File: src/rtl/irq_sel_pkg.sv
package irq_sel_pkg;
  typedef enum logic [1:0] {
    PRIV_USER  = 2'd0,
    PRIV_SUPER = 2'd1,
    PRIV_MACH  = 2'd3
  } priv_e;

  localparam int unsigned SRC_COUNT = 16;
  // software, timer, external positions of the guest supervisor level
  localparam logic [SRC_COUNT-1:0] GUEST_SRC_MASK = 16'h0444;
endpackage

File: src/rtl/irq_level_gate.sv
module irq_level_gate
  import irq_sel_pkg::*;
(
  input  logic [1:0] priv_i,
  input  logic       m_gie_i,
  input  logic       s_gie_i,
  output logic       m_lvl_en_o,
  output logic       s_lvl_en_o
);
  localparam logic [1:0] MACH_CODE  = PRIV_MACH;
  localparam logic [1:0] SUPER_CODE = PRIV_SUPER;

  always_comb begin
    m_lvl_en_o = (priv_i < MACH_CODE) || ((priv_i == MACH_CODE) && m_gie_i);
    s_lvl_en_o = (priv_i < SUPER_CODE) || ((priv_i == SUPER_CODE) && s_gie_i);
  end
endmodule

File: src/rtl/irq_route.sv
module irq_route #(
  parameter int unsigned            NUM_IRQ = 16,
  parameter logic [NUM_IRQ-1:0]     VS_MASK = '0
) (
  input  logic [NUM_IRQ-1:0] pend_i,
  input  logic [NUM_IRQ-1:0] en_i,
  input  logic [NUM_IRQ-1:0] deleg_i,
  input  logic               m_lvl_en_i,
  input  logic               s_lvl_en_i,
  output logic [NUM_IRQ-1:0] qual_o
);
  for (genvar i = 0; i < NUM_IRQ; i++) begin : g_src
    logic cand;
    logic lvl_ok;
    assign cand   = pend_i[i] & en_i[i] & ~VS_MASK[i];
    assign lvl_ok = deleg_i[i] ? s_lvl_en_i : m_lvl_en_i;
    assign qual_o[i] = cand & lvl_ok;
  end
endmodule

File: src/rtl/irq_lowest_pick.sv
module irq_lowest_pick #(
  parameter int unsigned NUM_IRQ = 16,
  localparam int unsigned CAUSE_W = (NUM_IRQ > 1) ? $clog2(NUM_IRQ) : 1
) (
  input  logic [NUM_IRQ-1:0] req_i,
  output logic               any_o,
  output logic [CAUSE_W-1:0] idx_o
);
  logic [NUM_IRQ:0]   below;
  logic [NUM_IRQ-1:0] grant;

  assign below[0] = 1'b0;
  for (genvar i = 0; i < NUM_IRQ; i++) begin : g_chain
    assign grant[i]   = req_i[i] & ~below[i];
    assign below[i+1] = below[i] | req_i[i];
  end

  assign any_o = below[NUM_IRQ];

  always_comb begin
    idx_o = '0;
    for (int i = 0; i < NUM_IRQ; i++) begin
      if (grant[i]) idx_o = idx_o | CAUSE_W'(i);
    end
  end
endmodule

File: src/rtl/irq_select.sv
module irq_select
  import irq_sel_pkg::*;
#(
  parameter int unsigned        NUM_IRQ = SRC_COUNT,
  parameter logic [NUM_IRQ-1:0] VS_MASK = GUEST_SRC_MASK,
  parameter bit                 REG_OUT = 1'b1,
  localparam int unsigned       CAUSE_W = (NUM_IRQ > 1) ? $clog2(NUM_IRQ) : 1
) (
  input  logic               clk,
  input  logic               rst,
  input  logic [NUM_IRQ-1:0] pend_i,
  input  logic [NUM_IRQ-1:0] en_i,
  input  logic [NUM_IRQ-1:0] deleg_i,
  input  logic [1:0]         priv_i,
  input  logic               m_gie_i,
  input  logic               s_gie_i,
  output logic               irq_valid_o,
  output logic [CAUSE_W-1:0] irq_cause_o
);
  logic               m_lvl_en, s_lvl_en;
  logic [NUM_IRQ-1:0] qual;
  logic               pick_any;
  logic [CAUSE_W-1:0] pick_idx;

  irq_level_gate u_gate (
    .priv_i     (priv_i),
    .m_gie_i    (m_gie_i),
    .s_gie_i    (s_gie_i),
    .m_lvl_en_o (m_lvl_en),
    .s_lvl_en_o (s_lvl_en)
  );

  irq_route #(.NUM_IRQ(NUM_IRQ), .VS_MASK(VS_MASK)) u_route (
    .pend_i     (pend_i),
    .en_i       (en_i),
    .deleg_i    (deleg_i),
    .m_lvl_en_i (m_lvl_en),
    .s_lvl_en_i (s_lvl_en),
    .qual_o     (qual)
  );

  irq_lowest_pick #(.NUM_IRQ(NUM_IRQ)) u_pick (
    .req_i (qual),
    .any_o (pick_any),
    .idx_o (pick_idx)
  );

  if (REG_OUT) begin : g_reg
    logic               valid_q;
    logic [CAUSE_W-1:0] cause_q;
    always_ff @(posedge clk) begin
      if (rst) begin
        valid_q <= 1'b0;
        cause_q <= '0;
      end else begin
        valid_q <= pick_any;
        cause_q <= pick_idx;
      end
    end
    assign irq_valid_o = valid_q;
    assign irq_cause_o = cause_q;
  end else begin : g_comb
    logic unused_clk;
    assign unused_clk  = clk ^ rst;
    assign irq_valid_o = pick_any;
    assign irq_cause_o = pick_idx;
  end
endmodule

File: config.mk
export PLATFORM = sky130hd
export DESIGN_NAME = irq_select
export DESIGN_NICKNAME = d
export VERILOG_FILES = /design/src/rtl/irq_sel_pkg.sv /design/src/rtl/irq_level_gate.sv /design/src/rtl/irq_route.sv /design/src/rtl/irq_lowest_pick.sv /design/src/rtl/irq_select.sv
export SDC_FILE = /design/constraint.sdc
export NUM_CORES = 1
export LEC_CHECK = 0
export ABC_CLOCK_PERIOD_IN_PS = 3300
export BUFFER_PORTS_ARGS = -buffer_cell sky130_fd_sc_hd__buf_4
export CAP_MARGIN = 30
export CORE_UTILIZATION = 43
export CTS_CLUSTER_DIAMETER = 200
export DETAILED_ROUTE_END_ITERATION = 12
export GPL_ROUTABILITY_DRIVEN = 0
export GPL_TIMING_DRIVEN = 0
export PLACE_DENSITY = 0.92
export SLEW_MARGIN = 0
export SYNTH_ARGS = -nofsm -noshare
export SYNTH_HDL_FRONTEND = slang
export SYNTH_SLANG_ARGS = --single-unit
export TNS_END_PERCENT = 20
File: constraint.sdc
create_clock -name clk -period 3.3 [get_ports clk]
set_input_delay 0 -clock clk [delete_from_list [all_inputs] [get_ports clk]]
set_output_delay 0 -clock clk [all_outputs]
set_load 0.01 [all_outputs]
# ---- After elaboration in Yosys (flattened, before gate mapping)
# Index checks and enable logic that the tools add are counted.
dict set report totals {
  register_bits 5
  in_bits 54
  output_inout_bits 5
  elab_cells 97
}
dict set report classes {
  order_cmp 2
  n_eq_ne 2
  muxes 25
  bitwise_logic 62
  reduce_logical 4
}
# cell count
set op_table {}
lappend op_table {{1-bit AND} 38}
lappend op_table {{4-bit 2-to-1 mux} 7}
lappend op_table {{1-bit 2-to-1 mux} 14}
lappend op_table {{1-bit inverter} 12}
lappend op_table {{1-bit bitwise OR} 12}
lappend op_table {{3-bit 2-to-1 mux} 3}
lappend op_table {{2-bit by 1-bit equality test with 1-bit output, second input constant} 1}
lappend op_table {{2-bit equality test, second input constant} 1}
lappend op_table {{1-bit logical AND} 2}
lappend op_table {{1-bit logical OR} 2}
lappend op_table {{2-bit by 1-bit < comparator with 1-bit output, second input constant} 1}
lappend op_table {{2-bit < comparator, second input constant} 1}
lappend op_table {{2-bit 2-to-1 mux} 1}

# ---- Depth between registers and ports, before layout
dict set report logic_depth {
  word_depth 19
  mapped_depth 8
  mapped_depth_nobuf 6
}

# ---- Hierarchy
# Synthesis repeated with hierarchy kept, for this count alone.
dict set report hier_totals {
  hier_cells 91
  hier_area_um2 651.9
}
# mod instances cells_per_inst area_each_um2 seq_area_each_um2
set modules_own_cells {}
lappend modules_own_cells {irq_route 1 45 276.5 0.0}
lappend modules_own_cells {irq_lowest_pick 1 33 224.0 0.0}
lappend modules_own_cells {irq_select 1 10 131.4 100.1}
lappend modules_own_cells {irq_level_gate 1 3 20.0 0.0}

# ---- Worst setup path after synthesis
# OpenSTA, ideal clock, no wires.
dict set report synth_path {
  path_kind {in2reg}
  from {input priv_i[1]}
  to {register g_reg.cause_q[0], in the netlist irq_cause_o[0]}
  setup_ns 0.073
  arrival_ns 1.134
  required_ns 3.227
  path_slack_ns 2.093
  stages 7
  path_buffers 2
  path_cell_list {buf_4 -> or2_1 -> buf_6 -> a211o_1 -> o211ai_2 -> nand3b_1 -> o211ai_2}
}
dict set report synth_between {
  elab_chain_cells 19
  elab_cells_between_ends 73
  classes_between {order compare (2); eq/ne (2); mux (25); bitwise (40); reduce/logical (4)}
}
# element line_no
set synth_lines {}
lappend synth_lines {{from (decl)} irq_select.sv:14} ;# input logic [1:0] priv_i,
lappend synth_lines {{2-bit equality test or 2-bit by 1-bit equality test with 1-bit output (tied branches)} {irq_level_gate.sv:14, irq_level_gate.sv:15}}
lappend synth_lines {{1-bit logical AND, on equally long branches} {irq_level_gate.sv:14, irq_level_gate.sv:15}}
lappend synth_lines {{1-bit logical OR, on equally long branches} {irq_level_gate.sv:14, irq_level_gate.sv:15}}
lappend synth_lines {{1-bit 2-to-1 mux} irq_route.sv:16} ;# assign lvl_ok = deleg_i[i] ? s_lvl_en_i : m_lvl_en_i;
lappend synth_lines {{1-bit AND} irq_route.sv:17} ;# assign qual_o[i] = cand & lvl_ok;
lappend synth_lines {{1-bit inverter or 1-bit bitwise OR (tied branches)} {irq_lowest_pick.sv:14, irq_lowest_pick.sv:15}}
lappend synth_lines {{1-bit AND, or another cell as far along} irq_lowest_pick.sv:14} ;# assign grant[i] = req_i[i] & ~below[i];
lappend synth_lines {{1-bit 2-to-1 mux, or another cell as far along} irq_lowest_pick.sv:23} ;# if (grant[i]) idx_o = idx_o | CAUSE_W'(i);
lappend synth_lines {{2-bit 2-to-1 mux, or another cell as far along} irq_lowest_pick.sv:23}
lappend synth_lines {{3-bit 2-to-1 mux, or another cell as far along (3 in a row)} irq_lowest_pick.sv:23}
lappend synth_lines {{4-bit 2-to-1 mux, or another cell as far along (4 in a row)} irq_lowest_pick.sv:23}
lappend synth_lines {{4-bit 2-to-1 mux or 1-bit inverter (tied branches)} {irq_lowest_pick.sv:23, irq_lowest_pick.sv:14}}
lappend synth_lines {{4-bit 2-to-1 mux or 1-bit AND (tied branches)} {irq_lowest_pick.sv:23, irq_lowest_pick.sv:14}}
lappend synth_lines {{4-bit 2-to-1 mux *} irq_lowest_pick.sv:23}
lappend synth_lines {{to (signal assigned)} irq_select.sv:57} ;# cause_q <= pick_idx;
lappend synth_lines {{to (decl)} irq_select.sv:50} ;# logic [CAUSE_W-1:0] cause_q;
# Every way passes the cells marked *; elsewhere a longest branch is shown, timed or not.
# A chain may end at the register's enable or synchronous reset.

# ---- Worst setup path after layout
dict set report layout_path {
  from {input priv_i[0]}
  to {register g_reg.cause_q[2], in the netlist irq_cause_o[2]}
}
dict set report layout_between {
  elab_chain_cells 19
  elab_cells_between_ends 69
  classes_between {order compare (2); eq/ne (2); mux (23); bitwise (38); reduce/logical (4)}
}
# element line_no
set layout_lines {}
lappend layout_lines {{2-bit equality test or 2-bit by 1-bit equality test with 1-bit output (tied branches)} {irq_level_gate.sv:14, irq_level_gate.sv:15}}
lappend layout_lines {{1-bit logical AND, on equally long branches} {irq_level_gate.sv:14, irq_level_gate.sv:15}}
lappend layout_lines {{1-bit logical OR, on equally long branches} {irq_level_gate.sv:14, irq_level_gate.sv:15}}
lappend layout_lines {{1-bit 2-to-1 mux} irq_route.sv:16}
lappend layout_lines {{1-bit AND} irq_route.sv:17}
lappend layout_lines {{1-bit bitwise OR (2 in a row)} irq_lowest_pick.sv:15} ;# assign below[i+1] = below[i] | req_i[i];
lappend layout_lines {{1-bit inverter or 1-bit bitwise OR (tied branches)} {irq_lowest_pick.sv:14, irq_lowest_pick.sv:15}}
lappend layout_lines {{1-bit AND, or another cell as far along} irq_lowest_pick.sv:14}
lappend layout_lines {{3-bit 2-to-1 mux, or another cell as far along (2 in a row)} irq_lowest_pick.sv:23}
lappend layout_lines {{3-bit 2-to-1 mux or 1-bit bitwise OR (tied branches)} {irq_lowest_pick.sv:23, irq_lowest_pick.sv:15}}
lappend layout_lines {{4-bit 2-to-1 mux or 1-bit bitwise OR (tied branches)} {irq_lowest_pick.sv:23, irq_lowest_pick.sv:15}}
lappend layout_lines {{4-bit 2-to-1 mux, or another cell as far along (4 in a row)} irq_lowest_pick.sv:23}
lappend layout_lines {{4-bit 2-to-1 mux or 1-bit AND (tied branches)} {irq_lowest_pick.sv:23, irq_lowest_pick.sv:14}}
lappend layout_lines {{4-bit 2-to-1 mux *} irq_lowest_pick.sv:23}
# Marks and branches as above.

==> impl_metrics.prom <==
# TYPE chip_impl_metric gauge
chip_impl_info{name="run_status",value="complete, no violations"} 1
chip_impl_metric{name="final_critical_path_setup_slack",unit="ns"} 2.09
chip_impl_metric{name="start_util",unit=""} 0.462
chip_impl_metric{name="synth.avg_cell_area",unit="um^2"} 7.31
chip_impl_metric{name="met2_usage",unit=""} 0.493
chip_impl_metric{name="max-clock-path-buffers",unit=""} 2
chip_impl_metric{name="final_antenna_violating_net_count",unit=""} 0
chip_impl_metric{name="post_synth_instance_area",unit="um^2"} 797
chip_impl_metric{name="cts_setup_buffers",unit=""} 0
chip_impl_metric{name="p_sw",unit="W"} 0.000102
chip_impl_metric{name="overflow",unit=""} 0
chip_impl_metric{name="ios",unit=""} 59
chip_impl_info{name="layout.cells.most_common",value="sky130_fd_sc_hd__buf_4"} 1
chip_impl_metric{name="use_met1",unit=""} 0.307
chip_impl_info{name="tritoncts",value="done"} 1
chip_impl_metric{name="grt_pass1_wl",unit="um"} 4020
chip_impl_metric{name="finalMaxSlewViolations",unit=""} 0
chip_impl_metric{name="drive_gt1_frac",unit=""} 0.401
chip_impl_metric{name="p_per_area",unit="mW/mm^2"} 244
chip_impl_metric{name="p_comb_frac",unit=""} 0.526
chip_impl_info{name="rsz0062_at_grt",value="no"} 1
chip_impl_metric{name="rows",unit=""} 15
chip_impl_info{name="min_path_type",value="in2reg"} 1
chip_impl_metric{name="clock-sinks",unit=""} 5
chip_impl_metric{name="cts_buffers",unit=""} 3
chip_impl_metric{name="ctsHtreeMaxLevel",unit=""} 1
chip_impl_metric{name="detail_route.first_pass.iterations",unit=""} 4
chip_impl_metric{name="max-cap-violations",unit=""} 0
chip_impl_metric{name="chipHeight",unit="um"} 45.1
chip_impl_metric{name="detail_route.vias_per_cell",unit=""} 5.94
chip_impl_info{name="grt_most_used_layer",value="met2"} 1
chip_impl_metric{name="power.internal",unit="W"} 0.000197
chip_impl_metric{name="io_buffer_count",unit=""} 48
chip_impl_metric{name="utilization",unit=""} 0.709
chip_impl_metric{name="global_route.usage.met3",unit=""} 0.0240
chip_impl_metric{name="power_frac_clock",unit=""} 0.243
chip_impl_metric{name="report.final.hold_viol_count",unit=""} 0
chip_impl_metric{name="die-width",unit="um"} 45.1
chip_impl_metric{name="worst-path-max-fanout",unit=""} 7
chip_impl_metric{name="synthesis.yosys.warnings",unit=""} 0
chip_impl_info{name="layout.cells.most_common_list",value="sky130_fd_sc_hd__buf_4 (49), sky130_fd_sc_hd__nand2_1 (15), sky130_fd_sc_hd__nand3_1 (9), sky130_fd_sc_hd__nor2_1 (8), sky130_fd_sc_hd__nand3b_1 (6)"} 1
chip_impl_info{name="crit_path_start_kind",value="input port"} 1
chip_impl_metric{name="ir_worst_vdd",unit="uV"} 126
chip_impl_metric{name="syn_to_final_growth",unit="%"} 53.7
chip_impl_metric{name="finalSetupTns",unit="ns"} 0
chip_impl_metric{name="grt_start_max_net_pins",unit=""} 11
chip_impl_info{name="worst_setup_path_end_kind",value="register"} 1
chip_impl_metric{name="antenna_violations_before_repair",unit=""} 0
chip_impl_metric{name="cp.arrival",unit="ns"} 1.39
chip_impl_metric{name="cell_leakage_power",unit="nW"} 0.558
chip_impl_metric{name="power.sequential.fraction",unit=""} 0.231
chip_impl_metric{name="drcViolationCount",unit=""} 0
chip_impl_info{name="synth_top_area_cell",value="sky130_fd_sc_hd__dfxtp_1"} 1
chip_impl_metric{name="number_of_drc_markers_in_iteration_0",unit=""} 62
chip_impl_metric{name="synthDistinctLibCells",unit=""} 42
chip_impl_metric{name="netSwitchingFraction",unit=""} 0.342
chip_impl_metric{name="post-place-cells",unit=""} 182
chip_impl_metric{name="setup_viol",unit=""} 0
chip_impl_metric{name="max_freq",unit="MHz"} 823
chip_impl_metric{name="routedWlPerCell",unit="um"} 13.3
chip_impl_metric{name="layout.cell_area.non_filler",unit="mm^2"} 0.00122
chip_impl_metric{name="grt_use_total",unit=""} 0.268
chip_impl_metric{name="core",unit="mm^2"} 0.00173
chip_impl_metric{name="via_count",unit=""} 1110
chip_impl_metric{name="routed_wl",unit="um"} 2490
chip_impl_metric{name="design.die.area",unit="mm^2"} 0.00203
chip_impl_metric{name="layout_min_cycle_time",unit="ns"} 1.21
chip_impl_metric{name="sequential_cell_area_fraction_in_the_yosys_report",unit=""} 0.126
chip_impl_metric{name="dp_slack",unit="ns"} 1.85
chip_impl_metric{name="antenna_cells",unit=""} 0
chip_impl_metric{name="tightest_pin_transition",unit="ns"} 0.512
chip_impl_metric{name="postSynthNetCount",unit=""} 163
chip_impl_metric{name="layout.cells.non_filler",unit=""} 187
chip_impl_info{name="synth.top_cells.by_area",value="sky130_fd_sc_hd__dfxtp_1 (13%), sky130_fd_sc_hd__nand2_1 (7.1%), sky130_fd_sc_hd__nand3_1 (5.7%)"} 1
chip_impl_info{name="worstSetupPathType",value="in2reg"} 1
chip_impl_info{name="root_buffer",value="sky130_fd_sc_hd__clkbuf_4"} 1
chip_impl_metric{name="design.final.nets",unit=""} 217
chip_impl_metric{name="dp.final_hpwl",unit="um"} 1960
chip_impl_metric{name="post_dp_cell_area",unit="mm^2"} 0.00119
chip_impl_metric{name="ys_seq_elements",unit=""} 5
chip_impl_metric{name="first_global_vias",unit=""} 1015
chip_impl_metric{name="crit_required",unit="ns"} 3.48
chip_impl_metric{name="cts.clk_slew.worst_paths",unit="ns"} 0.04
chip_impl_metric{name="slew_headroom",unit=""} 0.657
chip_impl_metric{name="synth_largest_type_area_fraction",unit=""} 0.126
chip_impl_metric{name="synthCells",unit=""} 109
chip_impl_metric{name="post-route-period-util",unit=""} 0.368
[power by group through the flow]
stage	Clock (W)	Sequential (W)	Combinational [W]
2_1_floorplan	0	0.0000735	0.0000745
3_3_place_gp	0	0.0000697	0.000149
5_1_grt	0.0000801	0.0000696	0.000172
4_1_cts	0.0000741	0.0000691	0.000156
3_5_place_dp	0	0.0000701	0.000154
6_report	0.0000726	0.0000690	0.000157
[logic make-up after synthesis]
| kind of cell | count (synthesis) | synth area share |
|---|---|---|
| simple gates | 53 | 0.359 |
| buf+inv | 6 | 0.0440 |
| flops | 5 | 0.126 |
| compound gates | 45 | 0.471 |
[critical path, stage by stage]
cell                       delay (ns)
sky130_fd_sc_hd__buf_4           0.12
sky130_fd_sc_hd__nor2b_4         0.13
sky130_fd_sc_hd__nor2_1          0.40
sky130_fd_sc_hd__a22oi_1         0.24
sky130_fd_sc_hd__and2_1          0.22
sky130_fd_sc_hd__nand2b_1        0.13
sky130_fd_sc_hd__a21oi_1         0.15
[per-layer routing]
layer,wire length [um],part of all wire,up-vias
met1,1070,0.43,498
met5,0,0,-
li1,-,-,550
met2,1210,0.48,57
met3,178,0.072,5
met4,36,0.014,0
[cell usage after synthesis]
cell type,number
sky130_fd_sc_hd__nand2_1,15
sky130_fd_sc_hd__o211ai_1,2
sky130_fd_sc_hd__a211o_1,1
sky130_fd_sc_hd__a211oi_1,3
sky130_fd_sc_hd__and3_1,5
sky130_fd_sc_hd__o21ai_0,4
sky130_fd_sc_hd__a2bb2oi_2,2
sky130_fd_sc_hd__nand4_2,1
sky130_fd_sc_hd__inv_1,3
sky130_fd_sc_hd__nand3_1,9
sky130_fd_sc_hd__a22oi_1,2
sky130_fd_sc_hd__nor3_1,1
sky130_fd_sc_hd__nor2b_1,1
sky130_fd_sc_hd__buf_4,1
sky130_fd_sc_hd__a222oi_1,1
sky130_fd_sc_hd__o221ai_1,3
sky130_fd_sc_hd__o2bb2ai_1,1
sky130_fd_sc_hd__or2_1,1
sky130_fd_sc_hd__a21oi_2,1
sky130_fd_sc_hd__buf_2,1
sky130_fd_sc_hd__a41oi_1,1
sky130_fd_sc_hd__o211ai_2,2
sky130_fd_sc_hd__a2bb2oi_1,1
sky130_fd_sc_hd__a22oi_2,1
sky130_fd_sc_hd__dfxtp_1,5
sky130_fd_sc_hd__and3b_2,1
sky130_fd_sc_hd__nor2b_4,1
sky130_fd_sc_hd__a311oi_1,2
sky130_fd_sc_hd__nand4_1,1
sky130_fd_sc_hd__and2_1,1
sky130_fd_sc_hd__a21oi_1,5
sky130_fd_sc_hd__o22a_1,2
sky130_fd_sc_hd__o22ai_1,4
sky130_fd_sc_hd__a21o_1,1
sky130_fd_sc_hd__a31oi_1,2
sky130_fd_sc_hd__nand2b_1,2
sky130_fd_sc_hd__o41a_1,1
sky130_fd_sc_hd__nor2_1,8
sky130_fd_sc_hd__a311oi_2,2
sky130_fd_sc_hd__o2111ai_1,1
sky130_fd_sc_hd__nand3b_1,6
sky130_fd_sc_hd__buf_6,1
[state kept, by name, summed over array words and instances, names as in the netlist]
name / cells
irq_valid_o: 1
irq_cause_o: 4
[path summary, 6_finish.rpt]
kind / endpoint / slack (ns) / start / cells past startpoint
max: irq_cause_o[2] / 2.09 / priv_i[0] / 7
min: irq_cause_o[0] / 0.23 / pend_i[9] / 4
[stage by stage]
step / hold slack, ns / power, W
finish: 0.232 / 0.000299
global route: 0.236 / 0.000322
floorplan: 0.0691 / 0.000148
CTS: 0.229 / 0.000299
detailed placement: 0.207 / 0.000224
global placement: 0.206 / 0.000219
[cell type report]
cell class	count	area (um^2)
buffer	3	23.8
clock buffer	4	26.3
fill	157	502
inverter	3	11.3
multi-input combinational	98	662
sequential	5	100
tap	25	31.3
timing repair buffer	49	370
[repair_timing]
action / in CTS / in global routing
hold endpoints to repair: 2 / 0
hold buffers: 1 / 0
resized for setup: 0 / 0
No activity file was read; power rests on OpenSTA's default activity.
